[config.mk]
export PLATFORM = sky130hd
export DESIGN_NAME = assoc_mem
export DESIGN_NICKNAME = d
export VERILOG_FILES = /design/src/rtl/cam_pkg.sv /design/src/rtl/cam_pick.sv /design/src/rtl/cam_array.sv /design/src/rtl/assoc_mem.sv
export SDC_FILE = /design/constraint.sdc
export NUM_CORES = 1
export LEC_CHECK = 0
export BUFFER_PORTS_ARGS = -buffer_cell sky130_fd_sc_hd__buf_4
export CAP_MARGIN = 20
export CORE_MARGIN = 2
export CORE_UTILIZATION = 36
export DETAILED_ROUTE_END_ITERATION = 6
export PLACE_DENSITY = 0.65
export SYNTH_ARGS = -nofsm -noshare
export SYNTH_HDL_FRONTEND = slang
export SYNTH_SLANG_ARGS = --single-unit
[constraint.sdc]
create_clock -name clk -period 1.35 [get_ports clk]
set_input_delay 0 -clock clk [delete_from_list [all_inputs] [get_ports clk]]
set_output_delay 0 -clock clk [all_outputs]
set_load 0.05 [all_outputs]
[src/rtl/cam_pkg.sv]
package cam_pkg;
  localparam int OP_W = 4;
  typedef enum logic [OP_W-1:0] {
    OP_WRITE = 4'b0001,
    OP_MATCH = 4'b0010,
    OP_READ  = 4'b0100,
    OP_PURGE = 4'b1000
  } cam_op_e;
endpackage

[src/rtl/cam_pick.sv]
// Lowest-index selector: one-hot grant, encoded index and found flag.
module cam_pick #(
  parameter int N  = 8,
  localparam int IW = (N > 1) ? $clog2(N) : 1
) (
  input  logic [N-1:0]  req,
  output logic [N-1:0]  gnt,
  output logic [IW-1:0] idx,
  output logic          found
);
  always_comb begin
    gnt   = '0;
    idx   = '0;
    found = 1'b0;
    for (int i = N - 1; i >= 0; i--) begin
      if (req[i]) begin
        gnt    = '0;
        gnt[i] = 1'b1;
        idx    = IW'(i);
        found  = 1'b1;
      end
    end
  end
endmodule

[src/rtl/cam_array.sv]
// Storage array, valid tags and per-slot masked comparison.
module cam_array #(
  parameter int W  = 16,
  parameter int D  = 8,
  localparam int IW = (D > 1) ? $clog2(D) : 1
) (
  input  logic          clk,
  input  logic          rst_n,
  input  logic          wr_en,
  input  logic [D-1:0]  wr_sel,
  input  logic [W-1:0]  wr_data,
  input  logic [D-1:0]  drop,
  input  logic [W-1:0]  key,
  input  logic [W-1:0]  care,
  input  logic [IW-1:0] rd_idx,
  output logic [D-1:0]  hit,
  output logic [D-1:0]  valid,
  output logic [W-1:0]  rd_word
);
  logic [W-1:0] mem_q [D];
  logic [D-1:0] valid_q, valid_d;

  always_comb begin
    valid_d = valid_q;
    if (wr_en) valid_d = valid_d | wr_sel;
    valid_d = valid_d & ~drop;
  end

  always_ff @(posedge clk or negedge rst_n) begin
    if (!rst_n) valid_q <= '0;
    else        valid_q <= valid_d;
  end

  // Data storage carries no reset; only the valid tags do.
  always_ff @(posedge clk) begin
    for (int i = 0; i < D; i++) begin
      if (wr_en && wr_sel[i]) mem_q[i] <= wr_data;
    end
  end

  for (genvar g = 0; g < D; g++) begin : g_cmp
    assign hit[g] = valid_q[g] & ~|((mem_q[g] ^ key) & care);
  end

  assign valid   = valid_q;
  assign rd_word = mem_q[rd_idx];

  AST_WRITE_TO_EMPTY: assert property (@(posedge clk) disable iff (!rst_n)
    wr_en |-> ((wr_sel & valid_q) == '0))
    else $error("write aimed at an occupied slot");
  AST_WRITE_MARKS: assert property (@(posedge clk) disable iff (!rst_n)
    (wr_en && drop == '0) |=> ((valid_q & $past(wr_sel)) == $past(wr_sel)))
    else $error("written slot not valid");
endmodule

[src/rtl/assoc_mem.sv]
module assoc_mem #(
  parameter int WIDTH = 16,
  parameter int DEPTH = 8,
  localparam int IW = (DEPTH > 1) ? $clog2(DEPTH) : 1
) (
  input  logic                 clk,
  input  logic                 rst_n,
  input  logic [3:0]           op,
  input  logic [WIDTH-1:0]     key,
  input  logic [WIDTH-1:0]     care,
  output logic [DEPTH-1:0]     flags,
  output logic                 any_hit,
  output logic                 multi_hit,
  output logic                 full,
  output logic [WIDTH-1:0]     rd_data,
  output logic                 rd_valid
);
  import cam_pkg::*;

  // Reset: asserted asynchronously, released after two clean edges.
  logic [1:0] rst_sync_q;
  logic       rst_i_n;
  always_ff @(posedge clk or negedge rst_n) begin
    if (!rst_n) rst_sync_q <= 2'b00;
    else        rst_sync_q <= {rst_sync_q[0], 1'b1};
  end
  assign rst_i_n = rst_sync_q[1];

  // Operation decode (anything not one-hot is a no-op).
  logic do_wr, do_match, do_rd, do_purge;
  assign do_wr    = (op == OP_WRITE);
  assign do_match = (op == OP_MATCH);
  assign do_rd    = (op == OP_READ);
  assign do_purge = (op == OP_PURGE);

  logic [DEPTH-1:0] hit_vec, valid_vec, free_gnt, rd_gnt, flags_q, flags_d;
  logic [IW-1:0]    free_idx, rd_idx;
  logic             free_found, rd_found;
  logic [WIDTH-1:0] rd_word, rd_data_q, rd_data_d;
  logic             rd_valid_q, rd_valid_d;

  cam_pick #(.N(DEPTH)) u_free_pick (
    .req(~valid_vec), .gnt(free_gnt), .idx(free_idx), .found(free_found)
  );

  cam_pick #(.N(DEPTH)) u_rd_pick (
    .req(flags_q), .gnt(rd_gnt), .idx(rd_idx), .found(rd_found)
  );

  cam_array #(.W(WIDTH), .D(DEPTH)) u_array (
    .clk     (clk),
    .rst_n   (rst_i_n),
    .wr_en   (do_wr & free_found),
    .wr_sel  (free_gnt),
    .wr_data (key),
    .drop    (do_purge ? flags_q : '0),
    .key     (key),
    .care    (care),
    .rd_idx  (rd_idx),
    .hit     (hit_vec),
    .valid   (valid_vec),
    .rd_word (rd_word)
  );

  // Flag register next state.
  always_comb begin
    flags_d = flags_q;
    if (do_match)      flags_d = hit_vec;
    else if (do_purge) flags_d = '0;
  end

  // Read result next state.
  always_comb begin
    rd_data_d  = rd_data_q;
    rd_valid_d = rd_valid_q;
    if (do_rd) begin
      rd_valid_d = rd_found;
      rd_data_d  = rd_found ? rd_word : '0;
    end
  end

  always_ff @(posedge clk or negedge rst_i_n) begin
    if (!rst_i_n) begin
      flags_q    <= '0;
      rd_data_q  <= '0;
      rd_valid_q <= 1'b0;
    end else begin
      flags_q    <= flags_d;
      rd_data_q  <= rd_data_d;
      rd_valid_q <= rd_valid_d;
    end
  end

  assign flags     = flags_q;
  assign any_hit   = |flags_q;
  assign multi_hit = (flags_q & (flags_q - 1'b1)) != '0;
  assign full      = &valid_vec;
  assign rd_data   = rd_data_q;
  assign rd_valid  = rd_valid_q;

  AST_FLAGS_ONLY_VALID: assert property (@(posedge clk) disable iff (!rst_i_n)
    (flags_q & ~valid_vec) == '0)
    else $error("flag on empty slot");
  AST_PURGE_CLEARS: assert property (@(posedge clk) disable iff (!rst_i_n)
    do_purge |=> (flags_q == '0))
    else $error("flags survive purge");
  AST_READ_MISS: assert property (@(posedge clk) disable iff (!rst_i_n)
    (do_rd && !any_hit) |=> (!rd_valid && rd_data == '0))
    else $error("read with no flag returned data");
  AST_MULTI_ANY: assert property (@(posedge clk) disable iff (!rst_i_n)
    multi_hit |-> any_hit)
    else $error("multi without any");
  AST_NOOP_HOLDS: assert property (@(posedge clk) disable iff (!rst_i_n)
    !$onehot(op) |=> ($stable(flags_q) && $stable(valid_vec) && $stable(rd_data_q)))
    else $error("illegal op changed state");
  AST_FULL_WRITE_IGNORED: assert property (@(posedge clk) disable iff (!rst_i_n)
    (do_wr && full) |=> $stable(valid_vec))
    else $error("write while full changed tags");
endmodule

======== After elaboration in Yosys (flattened, before gate mapping) ========
Memories as Yosys holds them, arrays and structs flattened.
Index checks and enable logic that the tools add are counted.
word-level totals
  bits in latches ......................... 0
  bits in read-only memories .............. 0
  memories kept ........................... 1
  register bits ........................... 35
  logic and storage cells ................. 150
  RAM bits ................................ 128
  bits of input ports ..................... 38
memory list
  memory         words  bits a word  rd ports  clocked after memory_dff  wr ports  line             text
  u_array.mem_q  8      16           9         0                         1         cam_array.sv:20  logic [W-1:0] mem_q [D];
cells by class
  eq/ne operators ......................... 4
  $add $sub $neg .......................... 1
  div/mod/pow operators ................... 0
  reduce and logical (&&, ||, !) cells .... 35
  multiply operators ...................... 0
  shifts and indexed selects .............. 0
  multiplexer cells ....................... 74
  bitwise gates (word level) .............. 30
  magnitude comparators ................... 0
operator list
  operator             number
  $reduce_or 16->1     15
  $and 16x16->16       8
  $mux 16              8
  $xor 16x16->16       8
  $mux 8               12
  $mux 3               15
  $mux 1               39
  $and 8x8->8          2
  $not 8->8            2
  $and 1x1->1          9
  $logic_and 1x1->1    8
  $logic_not 1->1      8
  $or 8x8->8           1
  $reduce_and 8->1     1
  $reduce_bool 8->1    1
  $reduce_or 8->1      1
  $sub 8x1->8 const B  1
  $eq 4x1->1 const B   1
  $eq 4x2->1 const B   1
  $eq 4x3->1 const B   1
  $eq 4x4->1 const B   1
  $reduce_bool 2->1    1

======== Logic depth before layout (Yosys ltp) ========
Gate-level depths: netlist of the first run.
  depth in word-level cells ............... 21
  mapped depth ............................ 9
  mapped depth without buffers ............ 6

======== Cells and area by module ========
From an unflattened synthesis of the first run, not the netlist that was laid out.
second synthesis, totals
  cells, all modules ...................... 644
  area, all modules ....................... 8782.2 um^2
by module, submodules not included
  module     cells an instance  times used  area an instance (um^2)  seq. area each (um^2)
  cam_array  462                1           7121.8                   4043.9
  assoc_mem  138                1           1342.5                   675.6
  cam_pick   22                 2           158.9                    0.0

======== Worst setup path before layout of the first run ========
OpenSTA, ideal clock, no wires.
  path kind ............................... register to register
  start ................................... register u_array.valid_q[0] (netlist: u_array.valid[0])
  end ..................................... memory u_array.mem_q[3][0], enable pin
  path buffers ............................ 0
  required time ........................... 0.937 ns
  stages on the path, launching flop included .. 4
  arrival time ............................ 1.906 ns
  path slack .............................. -0.969 ns
  cell sequence ........................... dfrtp_1 > and2_1 > nand2_1 > nor3b_1
on the way
  cells in the longest elaborated chain, start to end .. 14
  elaborated cells between the ends (all ways) .. 49
ends and longest elaborated chain
  what                                                            line             text
  start: declaration                                              cam_array.sv:21  logic [D-1:0] valid_q, valid_d;
  start signal: assignment                                        cam_array.sv:31  else valid_q <= valid_d;
  $not 8->8 *                                                     assoc_mem.sv:43  .req(~valid_vec), .gnt(free_gnt), .idx(free_idx), .found(free_found)
  $mux 1                                                          cam_pick.sv:16   if (req[i]) begin
  $and 1x1->1                                                     assoc_mem.sv:53  .wr_en (do_wr & free_found),
  $logic_and 1x1->1                                               cam_array.sv:37  if (wr_en && wr_sel[i]) mem_q[i] <= wr_data;
  $mux 1                                                          cam_array.sv:37
  $mux 1 (not written as such)                                    cam_array.sv:37
  $reduce_or 16->1 (no source line)                               -
  $mux 3 (no source line) or $mux 1 (tied branches) (7 in a row)  -
  end: declaration                                                cam_array.sv:20
Mark *: on every way between the ends. The rest lies on a longest branch, timed or not.

======== Worst setup path after layout of the first run ========
  start ................................... register flags_q[0] (netlist: flags[0])
  end ..................................... output port multi_hit
on the way
  cells in the longest elaborated chain, start to end .. 3
ends and longest elaborated chain
  what                      line             text
  start: declaration        assoc_mem.sv:36  logic [DEPTH-1:0] hit_vec, valid_vec, free_gnt, rd_gnt, flags_q, flags_d;
  start signal: assignment  assoc_mem.sv:88  flags_q <= flags_d;
  $sub 8x1->8               assoc_mem.sv:96  assign multi_hit = (flags_q & (flags_q - 1'b1)) != '0;
  $and 8x8->8 *             assoc_mem.sv:96
  $reduce_bool 8->1 *       assoc_mem.sv:96
  end: declaration          assoc_mem.sv:13  output logic multi_hit,
Marked as above.

==> run summary, run 1 <==
Worst-Margin Slew: 0.568 ns
PortBufs: 65
initial core utilization: 0.367
clock power share: 0.411
Setup violations, final: 144
static leakage: 4.95 nW
H-Tree Level Count: 4
clk_lat worst skew: 0.44 ns
core area: 22700 sq um
placed insts: 1134
min-delay src: key[12]
post-route ant nets: 0
Switch Pwr: 3.10 mW
Seq/Total Area, Yosys: 0.566
routed wire length: 31000 microns
io pins: 66
Finished Cell Area: 12500 sq um
Ys Warns: 0
initial antenna violation count: 0
f_max: 494 MHz
max_cap viols: 0
Layout Nets: 995
R2R Setup Slk: -0.64 ns
hold endpoint: u_array.mem_q[2][12]
Total Routing Usage GR: 0.256
Power, Total: 12.3 mW
largest fanout on the critical path: 4
Synth Flop Type: edfxtp_1
Worst VDD drop: 0.000693 V
CTS tree: built
outcome: finished, violations left
Tmin final: 2.03 ns
Antenna Diode Count: 0
total CTS buffers: 17
EDFF count, synth: 128
Post-synth ARST share: 0.215
Net Sw Frac: 0.253
Distinct cells, synth: 50
total gr overflow: 0
area delta synth->final: 50.5%
Setup TNS Final: -37.16 ns
Final Hold Viols: 0
critical path arrival: 2.03 ns
Iter 0 DRT Violations: 1030
Die Wd: 156 microns
Syn Std Cell Area: 8340 sq um
largest net degree at the start of global routing: 34
PwrDens: 979 nW/um^2
Setup crit end kind: primary output
Vias/cell: 5.73
Placer Congestion: 0.905
Max clock buf depth: 2
Clock Skew: 0.0163 ns
DRC Markers: 0
CP required: 1.35 ns
P_int: 9.18 mW
RR Startpoint: flags[2]
vias in the first global route: 7228
Clock Pin Slew Worst Setup and Hold Paths: 0.07 ns
Die Y: 156 microns
Hold Crit Depth: 2
Setup CP Type: flop to primary output
Startpoint Class: flop
Final Max Tran Viols: 0
Post-Layout Cell Count: 1255
post-DP HPWL: 19000 microns
Hold WC Path Type: primary input to flop
Pre-antenna DRT Iters: 7
Comb power frac: 0.135
clk sinks: 163
DR vias: 7185
first-pass GRT wire length: 44800 microns
Reg2Reg Depth: 9
FF-to-FF End: rd_data[7]
failing checks: setup timing
row count: 55
die area: 24400 sq um
RSZ-0062 raised after global routing: true
layout cells sized above 1: 0.416
synthesized flop and latch total: 163
dpl cell area: 10400 sq um
Syn Inst Count: 698
share of power burned in registers: 0.454
final worst slack: -0.675 ns
synthesized area per cell: 11.9 sq um
Final period util: 1.50
clk root buf: clkbuf_16
syn nets: 736
drt wl/cell: 24.7 microns
Worst slew margin: 0.620
[repair_timing]
action                                  CTS  global route
endpoints found under the setup margin  141           162
gates resized for setup                  97            44
setup buffers                            43            12
gates cloned                              9             2
pin swaps                                69            39
hold endpoints to repair                 93             0
hold buffers                             26             0
[Yosys cell counts (2+ instances only)]
master,instances,area (sq um)
a21oi_1,12,60.1
a221oi_1,16,140
a222oi_1,8,80.1
a22o_1,16,140
a22oi_1,17,128
a31oi_1,17,106
a32o_1,15,150
a32oi_1,15,131
and2_1,3,18.8
and2b_4,2,20.0
buf_1,6,22.5
buf_2,8,40.0
buf_4,5,37.5
buf_6,7,78.8
clkbuf_1,32,120
dfrtp_1,35,876
edfxtp_1,128,3840
mux2i_1,17,170
nand2_1,113,424
nand2_2,3,18.8
nand3_1,15,75.1
nand4_1,18,113
nor2_1,17,63.8
nor2_2,3,18.8
nor2b_1,3,18.8
nor3_1,2,10.0
nor4_2,2,25.0
nor4b_2,3,45.0
o21a_1,2,15.0
o21ai_0,2,10.0
o21ai_1,9,45.0
or4b_1,2,20.0
xor2_1,128,1120
[area by class of cell]
class	instances	area, sq um
multi-input cells	478	3860
repair buffers	296	2990
clock buffers	17	425
flip-flops and latches	163	4730
clock inverters	15	179
inverters	1	3.75
well taps	285	357
fillers	1826	10200
[registers in the layout, indices dropped and copies added (netlist names)]
signal / flops
flags: 8
u_array.valid: 8
rd_data: 16
rd_valid: 1
u_array.mem_q: 128
rst_sync_q: 2
[power groups by stage]
stage               combinational (mW)  clock (mW)  sequential [mW]
global placement                  1.32           0             5.68
detailed placement                1.32           0             5.68
finish                            1.66        5.04             5.58
floorplan                        0.552           0             5.77
CTS                               1.58        5.09             5.58
global route                      1.74        5.34             5.59
[through the flow]
step	worst slack (ns)	util	hold slack, ns
global placement	-0.518	0.457	-0.216
detailed placement	-0.551	0.457	-0.215
CTS	-0.701	0.539	0.00403
global route	-0.760	0.553	0.00767
finish	-0.675	0.553	0.0179
floorplan	-0.550	-	-0.296
[critical path: stages (launching register included)]
cell	delay, ns
dfrtp_2	0.43
buf_12	0.13
nor2_4	0.13
nand2_4	0.06
maj3_2	0.29
o21a_1	0.18
nor2_2	0.12
o22ai_4	0.08
buf_6	0.17
[worst max path at each step]
stage,startpoint,end,slack (ns),cells past startpoint
4_1_cts,flags[0],multi_hit,-0.70,8
5_1_grt,flags[0],multi_hit,-0.76,8
3_3_place_gp,flags[3],rd_data[11],-0.52,8
6_report,flags[0],multi_hit,-0.68,8
3_5_place_dp,flags[4],rd_data[12],-0.55,7
2_1_floorplan,flags[7],rd_data[10],-0.55,7
[logic make-up (layout without fill, tap and decap cells)]
logic type / after synthesis / count (layout) / share of synthesized area
xor gates and xnor gates: 128 / 128 / 0.134
and+or+nand+nor: 194 / 196 / 0.112
DFF: 163 / 163 / 0.566
muxes: 18 / 18 / 0.0218
adders and majority gates: 1 / 1 / 0.00120
buffers and inverters: 59 / 329 / 0.0363
AOI/OAI and AO/OA: 134 / 134 / 0.128
other: 1 / 1 / 0.000450
[per-layer routing]
layer,share of wire,track usage,vias to the layer above
met3,0.10,0.0712,87
met4,0.045,0.119,0
met5,0,0,-
met2,0.46,0.399,452
li1,-,-,3115
met1,0.39,0.330,3531
[cell usage in the layout, fill, tap and decap left out, types with 7 or more instances in the layout]
cell / Yosys / layout
buf_4: 5 / 188
edfxtp_1: 128 / 128
xor2_1: 128 / 121
nand2_1: 113 / 100
buf_6: 7 / 40
dlygate4sd3_1: 0 / 26
buf_12: 0 / 26
dfrtp_1: 35 / 25
clkbuf_16: 0 / 20
nand4_1: 18 / 18
a22oi_1: 17 / 17
a31oi_1: 17 / 16
a22o_1: 16 / 16
a32o_1: 15 / 15
a221oi_2: 0 / 12
nand3_1: 15 / 12
a32oi_1: 15 / 12
a21oi_1: 12 / 11
nor2_4: 1 / 10
dfrtp_2: 0 / 10
nand2_2: 3 / 9
mux2i_1: 17 / 9
a222oi_1: 8 / 8
o21ai_1: 9 / 8
nor2_1: 17 / 7
xor2_2: 0 / 7
buf_8: 0 / 7
Note: power is estimated with default switching activity, not from simulation.
==> inputs of run 2 (changes only) <==
--- a/config.mk
+++ b/config.mk
@@ -5,10 +5,12 @@
 export SDC_FILE = /design/constraint.sdc
 export NUM_CORES = 1
 export LEC_CHECK = 0
+export ABC_AREA = 1
 export BUFFER_PORTS_ARGS = -buffer_cell sky130_fd_sc_hd__buf_4
 export CAP_MARGIN = 20
 export CORE_MARGIN = 2
 export CORE_UTILIZATION = 36
+export CTS_BUF_LIST = sky130_fd_sc_hd__clkbuf_8
 export DETAILED_ROUTE_END_ITERATION = 6
 export PLACE_DENSITY = 0.65
 export SYNTH_ARGS = -nofsm -noshare
==> run 2 against run 1 <==
The flow still finishes with violations (setup timing). Cell area grew 8.3%. Largest power group unchanged. Synthesized area rose by 9.9%. Highest routed layer unchanged. Total power rose by 5.3%. Core utilization down 1.2 points. First-iteration DRC count down 18%. Setup slack better by 0.23 ns.
==> run summary, run 2 <==
post-synthesis compound-gate area fraction: 0.119 (was 0.128)
Setup CP Type: flop to flop (was flop to primary output)
largest register by flop count: u_array.mem_q (unchanged)
Total Routing Usage GR: 0.220 (was 0.256)
leading cell types in the layout, fill and taps excluded: 196 x buf_4, 171 x nand2_1, 140 x inv_1, 128 x edfxtp_1, 110 x nand3_1 (was 188 x buf_4, 128 x edfxtp_1, 121 x xor2_1, 100 x nand2_1, 40 x buf_6)
dominant cell type by area after synthesis: edfxtp_1 (unchanged)
vias in the first global route: 8181 (was 7228)
outcome: finished, violations left (unchanged)
Layout Nets: 1380 (was 995)
synth top area cells: edfxtp_1 42%, nand3_1 11%, dfrtp_1 9.6%, nand2_1 8.6%, inv_1 6.6% (was edfxtp_1 46%, xor2_1 13%, dfrtp_1 11%, nand2_1 5.1%, mux2i_1 2.0%)
DR vias: 9028 (was 7185)
most common cell in the netlist: nand2_1
R2R Setup Slk: -0.44 ns (was -0.64 ns)
max reg flops: 128 (unchanged)
Iter 0 DRT Violations: 842 (was 1030)
core area: 25100 sq um (was 22700 sq um)
syn nets: 1130 (was 736)
Seq/Total Area, Yosys: 0.515 (was 0.566)
Die Wd: 164 microns (was 156 microns)
max_cap viols: 0 (unchanged)
EDFF count, synth: 128 (unchanged)
failing checks: setup timing (unchanged)
total CTS buffers: 17 (unchanged)
Worst slew margin: 0.486 (was 0.620)
min-delay src: op[3] (was key[12])
Distinct cells, synth: 40 (was 50)
Worst-Margin Slew: 0.769 ns (was 0.568 ns)
area delta synth->final: 48.2% (was 50.5%)
crit-path most repeated cell: nand3_2
main combinational cell family by area after synthesis: simple AND/OR/NAND/NOR gates (was XOR/XNOR gates)
Final Max Tran Viols: 0 (unchanged)
Post-synth ARST share: 0.215 (unchanged)
io pins: 66 (unchanged)
PortBufs: 65 (unchanged)
clk root buf: clkbuf_8 (was clkbuf_16)
post-route ant nets: 0 (unchanged)
largest fanout on the critical path: 9 (was 4)
Final Hold Viols: 0 (unchanged)
worst hold margin: 0.0104 ns (was 0.0179 ns)
Synth Flop Type: edfxtp_1 (unchanged)
Vias/cell: 5.35 (was 5.73)
Setup TNS Final: -42.02 ns (was -37.16 ns)
Clock Skew: 0.0119 ns (was 0.0163 ns)
clk sinks: 163 (unchanged)
clk_lat worst skew: 0.49 ns (was 0.44 ns)
Clock Pin Slew Worst Setup and Hold Paths: 0.09 ns (was 0.07 ns)
Worst Path Buf+Inv: 2 (unchanged)
Tmin final: 1.79 ns (was 2.03 ns)
most common cell after layout, fill and taps aside: buf_4 (unchanged)
Pre-antenna DRT Iters: 5 (was 7)
initial antenna violation count: 1 (was 0)
Setup crit end kind: flop (was primary output)
Final period util: 1.33 (was 1.50)
Setup WS pre-CTS: -0.469 ns (was -0.551 ns)
post-DP HPWL: 20100 microns (was 19000 microns)
total gr overflow: 0 (unchanged)
critical path arrival: 2.17 ns (was 2.03 ns)
Simple-Gate Fraction of Synth Area: 0.258 (was 0.112)
CTS tree: built (unchanged)
Reg2Reg Depth: 13 (was 9)
Setup violations, final: 135 (was 144)
synthesized area per cell: 8.39 sq um (was 11.9 sq um)
f_max: 557 MHz (was 494 MHz)
adder-cell share of the synthesized area: 0 (was 0.00120)
PwrDens: 952 nW/um^2 (was 979 nW/um^2)
static leakage: 5.80 nW (was 4.95 nW)
Placer Congestion: 0.875 (was 0.905)
die area: 26800 sq um (was 24400 sq um)
worst path cell trace: inv_2, nand2_2, nand3_2, nand2_2, nand2_4, nand2_8, nand2_8, clkbuf_16, nand2_1, nand3_2, nand3_2, nand3_2, nand2_1 (was buf_12, nor2_4, nand2_4, maj3_2, o21a_1, nor2_2, o22ai_4, buf_6)
row count: 58 (was 55)
CP required: 1.72 ns (was 1.35 ns)
crit path max-delay cell type: dfrtp_2 (unchanged)
final worst slack: -0.444 ns (was -0.675 ns)
routed wire length: 32100 microns (was 31000 microns)
Commonest cells post-synth: 210 x nand2_1, 195 x nand3_1, 162 x inv_1 (was 128 x edfxtp_1, 128 x xor2_1, 113 x nand2_1)
Synth top area share: 0.419 (was 0.461)
Max clock buf depth: 2 (unchanged)
Worst VDD drop: 0.000581 V (was 0.000693 V)
FF-to-FF End: rd_data[8] (was rd_data[7])
Ys Warns: 0 (unchanged)
largest net degree at the start of global routing: 37 (was 34)
H-Tree Level Count: 4 (unchanged)
initial core utilization: 0.365 (was 0.367)
Core Util, Final: 0.541 (was 0.553)
Power, Total: 12.9 mW (was 12.3 mW)
Hold Crit Depth: 6 (was 2)
first-pass GRT wire length: 44400 microns (was 44800 microns)
Synth Area in XOR/XNOR: 0.00669 (was 0.134)
Die Y: 164 microns (was 156 microns)
Hold WC Path Type: primary input to flop (unchanged)
drt wl/cell: 19.1 microns (was 24.7 microns)
CP max stage delay: 0.47 ns (was 0.43 ns)
layout cells sized above 1: 0.402 (was 0.416)
RR Startpoint: flags[5] (was flags[2])
Syn Inst Count: 1092 (was 698)
Syn Std Cell Area: 9170 sq um (was 8340 sq um)
CP top delay family: simple AND/OR/NAND/NOR gates (was flip-flops)
RSZ-0062 raised after global routing: true (unchanged)
DRC Markers: 0 (unchanged)
synthesized flop and latch total: 163 (unchanged)
Startpoint Class: flop (unchanged)
multiplexer share of the synthesized area: 0 (was 0.0218)
hold endpoint: u_array.valid[4] (was u_array.mem_q[2][12])
[run 2: cell types whose count changed after synthesis, sizes merged, moves of 17 or more]
cell / delta
nand3: +200
inv: +170
xor2: -127
nand2: +98
nor3: +17
a21oi: +79
o21ai: +79
mux2i: -17
[run 2: what timing repair did]
action | 4_1_cts | 5_1_grt
buffers inserted | 12 | 11
hold buffers | 21 | 0
endpoints found under the setup margin | 140 | 143
pin swaps | 29 | 66
endpoints found under the hold margin | 132 | 0
resized for setup | 77 | 216
cloned | 1 | 17
[run 2: how the worst max path moves through the flow]
| stage | from | end | slack [ns] | cells after the start |
|---|---|---|---|---|
| 2_1_floorplan | u_array.valid[5] | u_array.mem_q[7][0] | -0.62 | 9 |
| 4_1_cts | u_array.valid[3] | u_array.mem_q[7][3] | -0.39 | 11 |
| 6_report | flags[5] | rd_data[8] | -0.44 | 13 |
| 3_5_place_dp | u_array.valid[7] | u_array.mem_q[5][0] | -0.47 | 10 |
| 5_1_grt | flags[5] | rd_data[8] | -0.52 | 13 |
| 3_3_place_gp | u_array.valid[5] | u_array.mem_q[5][12] | -0.48 | 10 |
[run 2: final cells by class]
type                    instances  area (sq um)
well taps                     330           413
repair buffers                279          2770
inverters                     172           684
diodes                          1          2.50
multi-input cells             709          4590
fillers                      2196         11500
flip-flops and latches        163          4730
clock inverters                15           166
clock buffers                  17           234
[run 2: cell families after synthesis]
| family | count (synthesis) |
|---|---|
| AOI/OAI and AO/OA | 205 |
| xor gates and xnor gates | 7 |
| buffers and inverters | 221 |
| and+or+nand+nor | 495 |
| DFF | 163 |
| other | 1 |
[run 2: report_power, final]
group / switching [mW] / internal [mW] / total, mW
clock network: 1.92 / 1.80 / 3.72
logic: 2.02 / 1.21 / 3.24
registers: 0.249 / 5.73 / 5.97
total: 4.19 / 8.74 / 12.9
[run 2: metal layers]
layer,GRT usage,part of all wire,vias up
li1,-,-,4229
met1,0.292,0.40,4287
met2,0.353,0.47,431
met3,0.0480,0.089,81
met4,0.0825,0.042,0
met5,0,0,-
[run 2: worst reg2reg max path, cell delays in order, from the launching register on]
cell,delay (ns)
dfrtp_2,0.47
inv_2,0.11
nand2_2,0.07
nand3_2,0.06
nand2_2,0.06
nand2_4,0.08
nand2_8,0.10
nand2_8,0.19
clkbuf_16,0.22
nand2_1,0.08
nand3_2,0.07
nand3_2,0.06
nand3_2,0.06
nand2_1,0.06
[run 2: per-stage QoR]
step | std cells | area, sq um
3_5_place_dp | 1594 | 11300
4_1_cts | 1659 | 12300
3_3_place_gp | 1594 | 11300
5_1_grt | 1685 | 13600
6_report | 1686 | 13600
2_1_floorplan | 1092 | 9310
